[config.mk]
export PLATFORM = sky130hd
export DESIGN_NAME = alsu_top
export DESIGN_NICKNAME = d
export VERILOG_FILES = /design/src/rtl/alsu_pkg.sv /design/src/rtl/alsu_ctrl.sv /design/src/rtl/alsu_arith.sv /design/src/rtl/alsu_logic.sv /design/src/rtl/alsu_datapath.sv /design/src/rtl/alsu_top.sv
export SDC_FILE = /design/constraint.sdc
export NUM_CORES = 1
export LEC_CHECK = 0
export ABC_AREA = 1
export BUFFER_PORTS_ARGS = -buffer_cell sky130_fd_sc_hd__buf_2
export CELL_PAD_IN_SITES_DETAIL_PLACEMENT = 1
export CELL_PAD_IN_SITES_GLOBAL_PLACEMENT = 2
export CORE_UTILIZATION = 25
export DETAILED_ROUTE_END_ITERATION = 6
export GPL_TIMING_DRIVEN = 1
export PLACE_DENSITY_LB_ADDON = 0.2
export SYNTH_ARGS = -nofsm -noshare
export SYNTH_HDL_FRONTEND = slang
export SYNTH_SLANG_ARGS = --single-unit
[constraint.sdc]
create_clock -name vclk -period 1.9
set_input_delay 0.19 -clock vclk [all_inputs]
set_output_delay 0.19 -clock vclk [all_outputs]
set_load 0.03 [all_outputs]
[src/rtl/alsu_pkg.sv]
package alsu_pkg;

  // Which section drives the result; exactly one strobe is high.
  typedef struct packed {
    logic       pickArith;
    logic       pickLogic;
    logic       pickShr;
    logic       pickShl;
    logic [1:0] operandSel;  // adder second-operand choice
    logic [1:0] logicOp;     // logic section operation
  } alsu_ctrl_t;

  localparam logic [1:0] SEC_ARITH = 2'b00;
  localparam logic [1:0] SEC_LOGIC = 2'b01;
  localparam logic [1:0] SEC_SHR   = 2'b10;
  localparam logic [1:0] SEC_SHL   = 2'b11;

  localparam logic [1:0] Y_ZERO = 2'b00;
  localparam logic [1:0] Y_B    = 2'b01;
  localparam logic [1:0] Y_NOTB = 2'b10;
  localparam logic [1:0] Y_ONES = 2'b11;

  localparam logic [1:0] L_AND  = 2'b00;
  localparam logic [1:0] L_OR   = 2'b01;
  localparam logic [1:0] L_XOR  = 2'b10;
  localparam logic [1:0] L_NOTA = 2'b11;

endpackage

[src/rtl/alsu_ctrl.sv]
module alsu_ctrl
  import alsu_pkg::*;
(
  input  logic [3:0] funcSel,
  output alsu_ctrl_t ctrl
);

  logic [1:0] section;
  assign section = funcSel[3:2];

  always_comb begin
    ctrl = '0;
    ctrl.operandSel = funcSel[1:0];
    ctrl.logicOp    = funcSel[1:0];
    unique case (section)
      SEC_ARITH: ctrl.pickArith = 1'b1;
      SEC_LOGIC: ctrl.pickLogic = 1'b1;
      SEC_SHR:   ctrl.pickShr   = 1'b1;
      default:   ctrl.pickShl   = 1'b1;
    endcase
  end

endmodule

[src/rtl/alsu_arith.sv]
module alsu_arith
  import alsu_pkg::*;
#(
  parameter int W = 8
) (
  input  logic [W-1:0] a,
  input  logic [W-1:0] b,
  input  logic [1:0]   operandSel,
  input  logic         cin,
  output logic [W-1:0] sum,
  output logic         cout
);

  localparam int SW = W + 1;

  logic [W-1:0]  yOp;
  logic [SW-1:0] wide;

  always_comb begin
    unique case (operandSel)
      Y_ZERO:  yOp = '0;
      Y_B:     yOp = b;
      Y_NOTB:  yOp = ~b;
      default: yOp = '1;
    endcase
  end

  assign wide = {1'b0, a} + {1'b0, yOp} + {{W{1'b0}}, cin};
  assign sum  = wide[W-1:0];
  assign cout = wide[W];

  always_comb begin

    if (operandSel == Y_ZERO && !cin)
      transfer_chk: assert (sum == a && !cout);

    if (operandSel == Y_ONES && cin)
      wrap_chk: assert (sum == a && cout);
  end

endmodule

[src/rtl/alsu_logic.sv]
module alsu_logic
  import alsu_pkg::*;
#(
  parameter int W = 8
) (
  input  logic [W-1:0] a,
  input  logic [W-1:0] b,
  input  logic [1:0]   logicOp,
  output logic [W-1:0] f
);

  for (genvar i = 0; i < W; i++) begin : g_slice
    always_comb begin
      unique case (logicOp)
        L_AND:   f[i] = a[i] & b[i];
        L_OR:    f[i] = a[i] | b[i];
        L_XOR:   f[i] = a[i] ^ b[i];
        default: f[i] = ~a[i];
      endcase
    end
  end

  always_comb begin

    if (logicOp == L_XOR)
      xor_chk: assert ((f ^ b) == a);

    if (logicOp == L_NOTA)
      invert_chk: assert ((f & a) == '0 && (f | a) == '1);
  end

endmodule

[src/rtl/alsu_datapath.sv]
module alsu_datapath
  import alsu_pkg::*;
#(
  parameter int W = 8
) (
  input  alsu_ctrl_t   ctrl,
  input  logic [W-1:0] opA,
  input  logic [W-1:0] opB,
  input  logic         carryIn,
  input  logic         serInRight,
  input  logic         serInLeft,
  output logic [W-1:0] result,
  output logic         carryOut
);

  logic [W-1:0] arithOut;
  logic         arithCarry;
  logic [W-1:0] logicOut;
  logic [W-1:0] shrOut;
  logic [W-1:0] shlOut;

  alsu_arith #(.W(W)) u_arith (
    .a          (opA),
    .b          (opB),
    .operandSel (ctrl.operandSel),
    .cin        (carryIn),
    .sum        (arithOut),
    .cout       (arithCarry)
  );

  alsu_logic #(.W(W)) u_logic (
    .a       (opA),
    .b       (opB),
    .logicOp (ctrl.logicOp),
    .f       (logicOut)
  );

  assign shrOut = {serInRight, opA[W-1:1]};
  assign shlOut = {opA[W-2:0], serInLeft};

  always_comb begin
    result = ({W{ctrl.pickArith}} & arithOut)
           | ({W{ctrl.pickLogic}} & logicOut)
           | ({W{ctrl.pickShr}}   & shrOut)
           | ({W{ctrl.pickShl}}   & shlOut);
    carryOut = ctrl.pickArith & arithCarry;
  end

endmodule

[src/rtl/alsu_top.sv]
module alsu_top
  import alsu_pkg::*;
#(
  parameter int W = 8
) (
  input  logic [W-1:0] opA,
  input  logic [W-1:0] opB,
  input  logic [3:0]   funcSel,
  input  logic         carryIn,
  input  logic         serInRight,
  input  logic         serInLeft,
  output logic [W-1:0] result,
  output logic         carryOut
);

  alsu_ctrl_t ctrl;

  alsu_ctrl u_ctrl (
    .funcSel (funcSel),
    .ctrl    (ctrl)
  );

  alsu_datapath #(.W(W)) u_dp (
    .ctrl       (ctrl),
    .opA        (opA),
    .opB        (opB),
    .carryIn    (carryIn),
    .serInRight (serInRight),
    .serInLeft  (serInLeft),
    .result     (result),
    .carryOut   (carryOut)
  );

  always_comb begin

    if (funcSel[3:2] != SEC_ARITH)
      no_carry_chk: assert (carryOut == 1'b0);

    if (funcSel[3:2] == SEC_SHR)
      shr_fill_chk: assert (result[W-1] == serInRight && result[0] == opA[1]);

    if (funcSel[3:2] == SEC_SHL)
      shl_fill_chk: assert (result[0] == serInLeft && result[W-1] == opA[W-2]);
  end

endmodule

==> metrics.md, run 1 <==
| Metric | Value |
|---|---|
| WHS Path Cells | `4` |
| DRC violations left | `0` |
| Slowest-stage cell, CP | `fa_2` |
| Gate Count Post-Synth | `between 200 and 250` |
| CP Launch Point | `funcSel[1]` |
| Drt wl/cell | `~13 um` |
| Mean Syn Cell Area | `5.72 um^2` |
| Comb pwr share | `100.0%` |
| Crit path max-delay family | `adder cells` |
| Antenna diodes | `0` |
| Share of layout cells above drive strength 1 | `33.7%` |
| Clk network pwr share | `0%` |
| Hold Path Class | `input port to primary output` |
| RePlAce Congestion | `about 0.72` |
| HP Start | `serInLeft` |
| Via count | `around 1400` |
| Startpoint Class | `input port` |
| Ranking of synthesized cells by area | `ha_1 (25%), nand2_1 (18%), inv_1 (14%)` |
| Vias in the first global route | `~1500` |
| Critical-path cell list | `buf_8 -> inv_4 -> o21ai_2 -> fa_2 -> inv_2 -> fa_2 -> inv_2 -> nand3_2 -> nand2_4 -> nand4_1 -> a21oi_4 -> buf_6` |
| Synth top area share | `between 20% and 30%` |
| Fin crit period | `1.94 ns` |
| Global route overflow | `0` |
| Synthesis-to-layout area growth | `47.5%` |
| Die ar. | `about 5000 um^2` |
| Peak VDD IR | `between 150 and 200 uV` |
| Slowest cell delay on critical path | `about 0.33 ns` |
| Fin crit share | `102%` |
| Antenna violations before repair | `0` |
| Violations in the final reports | `setup timing` |
| Int Pwr | `between 0.2 and 0.25 mW` |
| Slew Limit Fails | `0` |
| P_leak | `0.971 nW` |
| Status | `finished, violations left` |
| Hold-fix buffers, CTS | `0` |
| Most instantiated cells after synthesis | `nand2_1 (57), inv_1 (42), ha_1 (23)` |
| Initial DRC count | `29` |
| Critical path buffer and inverter count | `5` |
| RSZ-0062 raised after global routing | `true` |
| Final instance area | `about 1700 um^2` |
| Final WL | `a little over 4000 um` |
| Max_slew headroom | `slightly below 80%` |
| Sequential cells | `0` |
| Worst Path Max Fanout | `4` |
| Count leader, synth | `nand2_1` |
| Floorplan die height | `between 70 and 80 um` |
| Number of core rows | `24` |
| Port Buffer Count | `32` |
| Flop pwr share | `0%` |
| Ports | `32` |
| Crit path depth | `12` |
| Max-cap viol count | `0` |
| Gr usage total | `17.3%` |
| # setup viols final | `3` |
| Core Region | `4410 um^2` |
| Largest area contributor in the netlist | `ha_1` |
| Final Hold Viols | `0` |
| Initial Utilization | `a little over a quarter` |
| 1st-pass router iterations | `4` |
| Dpl ws | `-0.218 ns` |
| Pin count of the biggest net entering global routing | `11` |
| Placed Area | `approximately 1600 um^2` |
| Critical path class | `input port to primary output` |
| Total Nets Final | `between 300 and 400` |
| Sw Pwr | `~0.30 mW` |
| Yosys cell types | `22` |
| Max Fclk | `515 MHz` |
| Reg area | `0 um^2` |
| DPL Wire Length | `3430 um` |
| First-pass GRT wire length | `7040 um` |
| Post-synthesis sequential area ratio | `0%` |
| Setup ws final | `-0.0435 ns` |
| Critical path arrival | `around 1.8 ns` |
| DRT antenna net count | `0` |
| Slew @ Worst Pin | `between 0.3 and 0.4 ns` |
| Switching Fraction | `56.1%` |
| Required @ worst endpoint | `1.71 ns` |
| Ys Warns | `0` |
| Power Dens Cells | `approximately 320 nW/um^2` |
| Post-Syn Area | `about 1200 um^2` |
| Die X-Extent | `between 70 and 80 um` |
| Post-Syn Nets | `between 200 and 300` |
| Tot Pwr | `~0.54 mW` |
| Clock buffer cells | `0` |
| Crit path capture type | `primary output` |
| DR vias/cell | `4.67` |
path summary, 6_finish.rpt:
kind | to | slack (ns)
hold / removal | result[0] | 0.79
setup / recovery | carryOut | -0.04
power by group through the flow:
| stage | logic [mW] | clock network, mW | registers (mW) |
|---|---|---|---|
| finish | 0.543 | 0 | 0 |
| global route | 0.603 | 0 | 0 |
| floorplan | 0.291 | 0 | 0 |
| CTS | 0.525 | 0 | 0 |
| detailed placement | 0.466 | 0 | 0 |
| global placement | 0.464 | 0 | 0 |
kinds of logic (layout without fill, tap and decap cells):
| group | after synthesis | in the layout | synth area share [%] |
|---|---|---|---|
| buffers and inverters | 47 | 101 | 16.7 |
| AOI/OAI and AO/OA | 43 | 43 | 20.2 |
| and+or+nand+nor | 89 | 89 | 35.0 |
| adders and majority gates | 25 | 25 | 28.1 |
final cells by class:
cell class / instances / area, um^2
inverters: 44 / 168
well taps: 52 / 65.1
repair buffers: 57 / 424
fillers: 595 / 2690
multi-input cells: 157 / 1060
stage by stage:
| step | hold WS, ns | utilization (%) | std cells | TNS, ns |
|---|---|---|---|---|
| after floorplan | 0.583 | - | 204 | -0.0853 |
| after CTS | 0.790 | 38.0 | 307 | -0.119 |
| after global routing | 0.831 | 39.0 | 310 | -0.476 |
| final | 0.794 | 39.0 | 310 | -0.0653 |
| after global placement | 0.788 | 35.3 | 305 | -0.994 |
| after detailed placement | 0.789 | 35.3 | 305 | -1.16 |
repair_timing:
action                                  in CTS  in global routing
gates cloned                                 0                  0
buffers inserted                             2                  3
endpoints found under the setup margin       8                  8
pin swaps                                   10                  6
gates resized for setup                     35                  8
layout by cell type (no fill, tap or decap), types with 2 or more instances in the layout:
master	n
inv_2	4
inv_1	39
o21ai_0	12
buf_4	24
nand2_2	5
nor2_4	2
o22ai_1	4
buf_6	9
buf_2	21
nand3_2	2
o21ai_2	2
buf_8	2
nand2_1	52
or2_4	2
nand2_4	3
o211ai_1	5
nand3_1	14
ha_1	23
fa_2	2
a21oi_1	7
o21ai_1	8
nand4_1	4
nand3_4	2
a21oi_2	3
layer usage:
layer | wire (um) | global-route usage (%)
met3 | 92 | 0.289
met1 | 2160 | 26.3
met2 | 1870 | 28.7
met4 | 0 | 0
met5 | 0 | 0
No activity file was read; power rests on OpenSTA's default activity.
==> inputs of run 2 (changes only) <==
--- a/config.mk
+++ b/config.mk
@@ -9,7 +9,7 @@
 export BUFFER_PORTS_ARGS = -buffer_cell sky130_fd_sc_hd__buf_2
 export CELL_PAD_IN_SITES_DETAIL_PLACEMENT = 1
 export CELL_PAD_IN_SITES_GLOBAL_PLACEMENT = 2
-export CORE_UTILIZATION = 25
+export CORE_UTILIZATION = 30
 export DETAILED_ROUTE_END_ITERATION = 6
 export GPL_TIMING_DRIVEN = 1
 export PLACE_DENSITY_LB_ADDON = 0.2
==> constraint.sdc (replaced) <==
create_clock -name vclk -period 2.3
set_input_delay 0.23 -clock vclk [all_inputs]
set_output_delay 0.23 -clock vclk [all_outputs]
set_load 0.03 [all_outputs]
==> metrics.md, run 2 (synthesis gave the netlist of run 1 again) <==
| Metric | Value |
|---|---|
| Critical path buffer and inverter count | `5 (unchanged)` |
| Startpoint Class | `input port` |
| Sequential cells | `0 (unchanged)` |
| Peak VDD IR | `77.9 uV (-50%)` |
| Crit path max-delay family | `adder cells` |
| Comb pwr share | `100.0% (about the same)` |
| Crit-path most repeated cell | `nand2_1` |
| RSZ-0062 raised after global routing | `false` |
| Crit path depth | `15 (+3)` |
| Critical-path cell list | `buf_2 -> inv_1 -> o21ai_1 -> fa_2 -> inv_1 -> fa_1 -> inv_2 -> nand3_1 -> nand2_2 -> nand2_1 -> nand2_1 -> nand2_1 -> nand3_1 -> nand2_1 -> buf_2` |
| DRT antenna net count | `0 (unchanged)` |
| 1st-pass router iterations | `3 (-1)` |
| Slowest cell delay on critical path | `0.37 ns (+0.04 ns)` |
| HP Start | `serInLeft` |
| Fin crit period | `about 2.1 ns` |
| Int Pwr | `0.122 mW (-49%)` |
| Hold slack final | `0.839 ns (+0.0447 ns)` |
| Drt wl/cell | `13.1 um (-1.5%)` |
| Hold Path Class | `input port to primary output` |
| DR vias/cell | `4.78 (+2.3%)` |
| Sw Pwr | `0.217 mW (-29%)` |
| Global route overflow | `0 (unchanged)` |
| Synthesis-to-layout area growth | `20.8%` |
| Critical path class | `input port to primary output` |
| Antenna violations before repair | `0 (unchanged)` |
| Share of layout cells above drive strength 1 | `21.3% (-12 points)` |
| Status | `finished, final reports clean` |
| Slew @ Worst Pin | `0.433 ns (+0.119 ns)` |
| Final non-filler cell total | `287 (-7.4%)` |
| Multi-input logic area | `977 um^2 (-8.2%)` |
| Required @ worst endpoint | `2.07 ns (+0.36 ns)` |
| # setup viols final | `0 (-3)` |
| Slew Limit Fails | `0 (unchanged)` |
| Final WL | `3760 um (-8.8%)` |
| Initial Utilization | `31.6% (+5.2 points)` |
| Clk network pwr share | `0% (unchanged)` |
| Die ar. | `4140 um^2 (-16%)` |
| Number of core rows | `22 (-8.3%)` |
| Commonest cells after routing, fill and taps aside | `nand2_1 (56), inv_1 (41), buf_2 (31)` |
| Port Buffer Count | `32 (unchanged)` |
| Max-cap viol count | `0 (unchanged)` |
| Pin count of the biggest net entering global routing | `10 (-1)` |
| Final Util | `38.2% (-0.77 points)` |
| First-pass GRT wire length | `6360 um (-9.7%)` |
| Initial DRC count | `17 (-41%)` |
| Crit path capture type | `primary output` |
| Fill cells | `543 (-8.7%)` |
| Slowest-stage cell, CP | `fa_1` |
| Setup Buffers After CTS | `0 (-2)` |
| DRC violations left | `0 (unchanged)` |
| Clock buffer cells | `0 (unchanged)` |
| Antenna diodes | `0 (unchanged)` |
| Flop pwr share | `0% (unchanged)` |
| Ports | `32 (unchanged)` |
| Die X-Extent | `64.4 um (-8.5%)` |
| Vias in the first global route | `1343 (-8.3%)` |
| Placed cells | `287 (-5.9%)` |
| Max_slew headroom | `71.1% (-8.0 points)` |
| WHS Path Cells | `4 (unchanged)` |
| Post-cts resize count | `0 (-100%)` |
| Reg area | `0 um^2 (unchanged)` |
| Max Fclk | `roughly 470 MHz` |
| Final Hold Viols | `0 (unchanged)` |
| DPL Wire Length | `3220 um (-6.2%)` |
| Switching Fraction | `64.0% (+8.0 points)` |
| Setup TNS | `0 ns (+0.0653 ns)` |
| P_leak | `0.841 nW (-13%)` |
| Floorplan die height | `64.4 um (-8.5%)` |
| Core Region | `3690 um^2 (-16%)` |
| Worst Path Max Fanout | `4 (unchanged)` |
| RePlAce Congestion | `0.798 (+11%)` |
| Via count | `1371 (-5.3%)` |
| Fin crit share | `approximately 93%` |
| Hold-fix buffers, CTS | `0 (unchanged)` |
| Worst Hold Endpoint | `result[0]` |
| Commonest non-fill, non-tap cell in the layout | `nand2_1` |
| Critical path arrival | `1.91 ns (+0.16 ns)` |
| Gr usage total | `19.1% (+1.8 points)` |
| Total Nets Final | `289 (-6.2%)` |
| Power Dens Cells | `240 nW/um^2 (-24%)` |
## run 2: cell types whose count changed in the layout (fill, tap and decap cells not counted), sizes merged
cell and delta:
buf -18, clkbuf -1
## run 2: tightest hold or removal path, delay by kind of cell
| kind | cells | cell delay [ns] |
|---|---|---|
| buffers and inverters | 2 | 0.27 |
| and+or+nand+nor | 2 | 0.11 |
## run 2: worst max-delay path by stage
stage	start	to	slack, ns
after CTS	funcSel[1]	result[6]	0.06
final	funcSel[1]	result[6]	0.16
after detailed placement	funcSel[1]	result[6]	0.07
after floorplan	funcSel[0]	carryOut	0.07
after global placement	funcSel[0]	result[4]	0.13
after global routing	funcSel[1]	result[5]	0.01
## run 2: routing by layer
layer | part of all wire, % | global-route usage, %
met3 | 2.3 | 0.536
met1 | 48 | 24.2
met4 | 0.27 | 0.833
met2 | 49 | 37.0
met5 | 0 | 0
## run 2: power groups by stage
stage | registers [mW] | logic (mW) | clock network [mW]
6_report | 0 | 0.339 | 0
3_3_place_gp | 0 | 0.336 | 0
5_1_grt | 0 | 0.382 | 0
4_1_cts | 0 | 0.340 | 0
2_1_floorplan | 0 | 0.223 | 0
3_5_place_dp | 0 | 0.339 | 0
## run 2: metrics by stage
step	total power [mW]	instance area, um^2	setup slack (ns)
3_5_place_dp	0.339	1400	0.0681
5_1_grt	0.382	1410	0.0129
3_3_place_gp	0.336	1400	0.133
2_1_floorplan	0.223	1170	0.0689
6_report	0.339	1410	0.160
4_1_cts	0.340	1400	0.0629
## run 2: layout make-up
| cell class | count | share of cell area (%) |
|---|---|---|
| Tap cell | 48 | 4.26 |
| Inverter | 44 | 11.7 |
| Timing Repair Buffer | 38 | 14.7 |
| Multi-Input combinational cell | 157 | 69.3 |
==> inputs of run 3 (changes only) <==
==> constraint.sdc (replaced) <==
create_clock -name vclk -period 2.3
set_input_delay 0.115 -clock vclk [all_inputs]
set_output_delay 0.115 -clock vclk [all_outputs]
set_load 0.03 [all_outputs]
==> metrics.md, run 3 (synthesis gave the netlist of run 1 again) <==
| Metric | Value |
|---|---|
| Via count | `1356 (-1.1%)` |
| Clock buffer cells | `0 (unchanged)` |
| DRT antenna net count | `0 (unchanged)` |
| Port Buffer Count | `32 (unchanged)` |
| Sw Pwr | `0.212 mW (-2.1%)` |
| Int Pwr | `0.115 mW (-5.3%)` |
| Initial DRC count | `22 (+5)` |
| Die ar. | `4140 um^2 (unchanged)` |
| Max_slew headroom | `71.7% (+0.60 points)` |
| Vias in the first global route | `1347 (+0.30%)` |
| Startpoint Class | `input port` |
| Ports | `32 (unchanged)` |
| Final Hold Viols | `0 (unchanged)` |
| Hold-fix buffers, CTS | `0 (unchanged)` |
| Die X-Extent | `64.4 um (unchanged)` |
| Flop pwr share | `0% (unchanged)` |
| Antenna violations before repair | `0 (unchanged)` |
| Share of layout cells above drive strength 1 | `19.4% (-1.9 points)` |
| Drt wl/cell | `13.0 um (-0.83%)` |
| Hold Path Class | `input port to primary output` |
| Total Nets Final | `287 (-0.69%)` |
| Fin crit period | `2.04 ns (-0.0973 ns)` |
| # setup viols final | `0 (unchanged)` |
| Antenna diodes | `0 (unchanged)` |
| Peak VDD IR | `83.5 uV (+7.2%)` |
| Dpl ws | `0.249 ns (+0.181 ns)` |
| Slew Limit Fails | `0 (unchanged)` |
| Fill cells | `559 (+2.9%)` |
| Core Region | `3690 um^2 (unchanged)` |
| Number of core rows | `22 (unchanged)` |
| Setup TNS | `0 ns (unchanged)` |
| Fin crit share | `88.8% (-4.2 points)` |
| P_leak | `0.833 nW (-0.92%)` |
| 1st-pass router iterations | `4 (+1)` |
| Setup ws final | `0.258 ns (+0.0973 ns)` |
| Required @ worst endpoint | `2.18 ns (+0.11 ns)` |
| Gr usage total | `19.8% (+0.67 points)` |
| Placed Area | `1390 um^2 (-1.1%)` |
| Initial Utilization | `31.6% (unchanged)` |
| Slowest cell delay on critical path | `0.35 ns (-0.02 ns)` |
| DPL Wire Length | `3250 um (+1.1%)` |
| Status | `finished, final reports clean` |
| DR vias/cell | `4.76 (-0.40%)` |
| Synthesis-to-layout area growth | `18.9%` |
| Reg area | `0 um^2 (unchanged)` |
| Critical path arrival | `1.93 ns (+0.02 ns)` |
| RePlAce Congestion | `0.799 (+0.19%)` |
| Max Fclk | `490 MHz (+4.8%)` |
| Critical-path cell list | `buf_2 -> inv_1 -> o21ai_0 -> fa_1 -> inv_1 -> fa_1 -> inv_1 -> nand3_1 -> nand2_1 -> nand2_1 -> nand2_1 -> nand2_1 -> nand3_1 -> nand2_1 -> buf_2` |
| RSZ-0062 raised after global routing | `false` |
| Commonest cells after routing, fill and taps aside | `nand2_1 (57), inv_1 (42), buf_2 (32)` |
| Floorplan die height | `64.4 um (unchanged)` |
| Post-cts resize count | `0 (unchanged)` |
| First-pass GRT wire length | `6450 um (+1.4%)` |
| Comb pwr share | `100.0% (about the same)` |
| Setup Buffers After CTS | `0 (unchanged)` |
| Commonest non-fill, non-tap cell in the layout | `nand2_1` |
| Crit path capture type | `primary output` |
| Max-cap viol count | `0 (unchanged)` |
| Sequential cells | `0 (unchanged)` |
| Final instance area | `1390 um^2 (-1.6%)` |
| Crit-path most repeated cell | `nand2_1` |
| Worst Path Max Fanout | `5 (+1)` |
| Global route overflow | `0 (unchanged)` |
| Clk network pwr share | `0% (unchanged)` |
| Slew @ Worst Pin | `0.424 ns (-0.00902 ns)` |
| Critical path class | `input port to primary output` |
| Power Dens Cells | `236 nW/um^2 (-1.7%)` |
| Slowest-stage cell, CP | `fa_1` |
| Final WL | `3700 um (-1.5%)` |
| DRC violations left | `0 (unchanged)` |
| Pin count of the biggest net entering global routing | `12 (+2)` |
| Final Util | `37.6% (-0.61 points)` |
| Switching Fraction | `64.8% (+0.77 points)` |
[run 3: changes by cell type in the layout (fill, tap and decap cells not counted), sizes merged]
cell	change
buf	-2
[run 3: area by class of cell]
class,count,area [um^2],share of cell area (%)
multi-input cells,157,972,70.1
repair buffers,36,190,13.7
inverters,44,165,11.9
well taps,48,60.1,4.33
[run 3: stage by stage]
step	instances	power, mW	hold WS, ns
final	285	0.328	0.613
after global routing	285	0.376	0.646
after CTS	285	0.334	0.614
after detailed placement	285	0.333	0.612
after global placement	285	0.331	0.606
after floorplan	204	0.223	0.449
[run 3: power groups by stage]
stage / combinational [mW] / sequential (mW) / clock (mW)
detailed placement: 0.333 / 0 / 0
floorplan: 0.223 / 0 / 0
global placement: 0.331 / 0 / 0
finish: 0.328 / 0 / 0
global route: 0.376 / 0 / 0
CTS: 0.334 / 0 / 0
[run 3: per-layer routing]
| layer | share of wire (%) | vias up | global-route usage (%) |
|---|---|---|---|
| met5 | 0 | - | 0 |
| met4 | 0 | 0 | 0 |
| met3 | 2.1 | 0 | 0 |
| met2 | 51 | 21 | 38.9 |
| met1 | 47 | 606 | 25.1 |
| li1 | - | 729 | - |
[run 3: worst max-delay path: cells and delay by family]
family,cells,cell delay [ns]
simple gates,7,0.52
buf+inv,5,0.49
compound gates,1,0.21
fa+ha+maj,2,0.57
[run 3: path summary, 6_finish.rpt]
path,start,slack [ns],cells after the start,to
max,funcSel[1],0.26,15,result[6]
min,serInLeft,0.61,4,result[0]
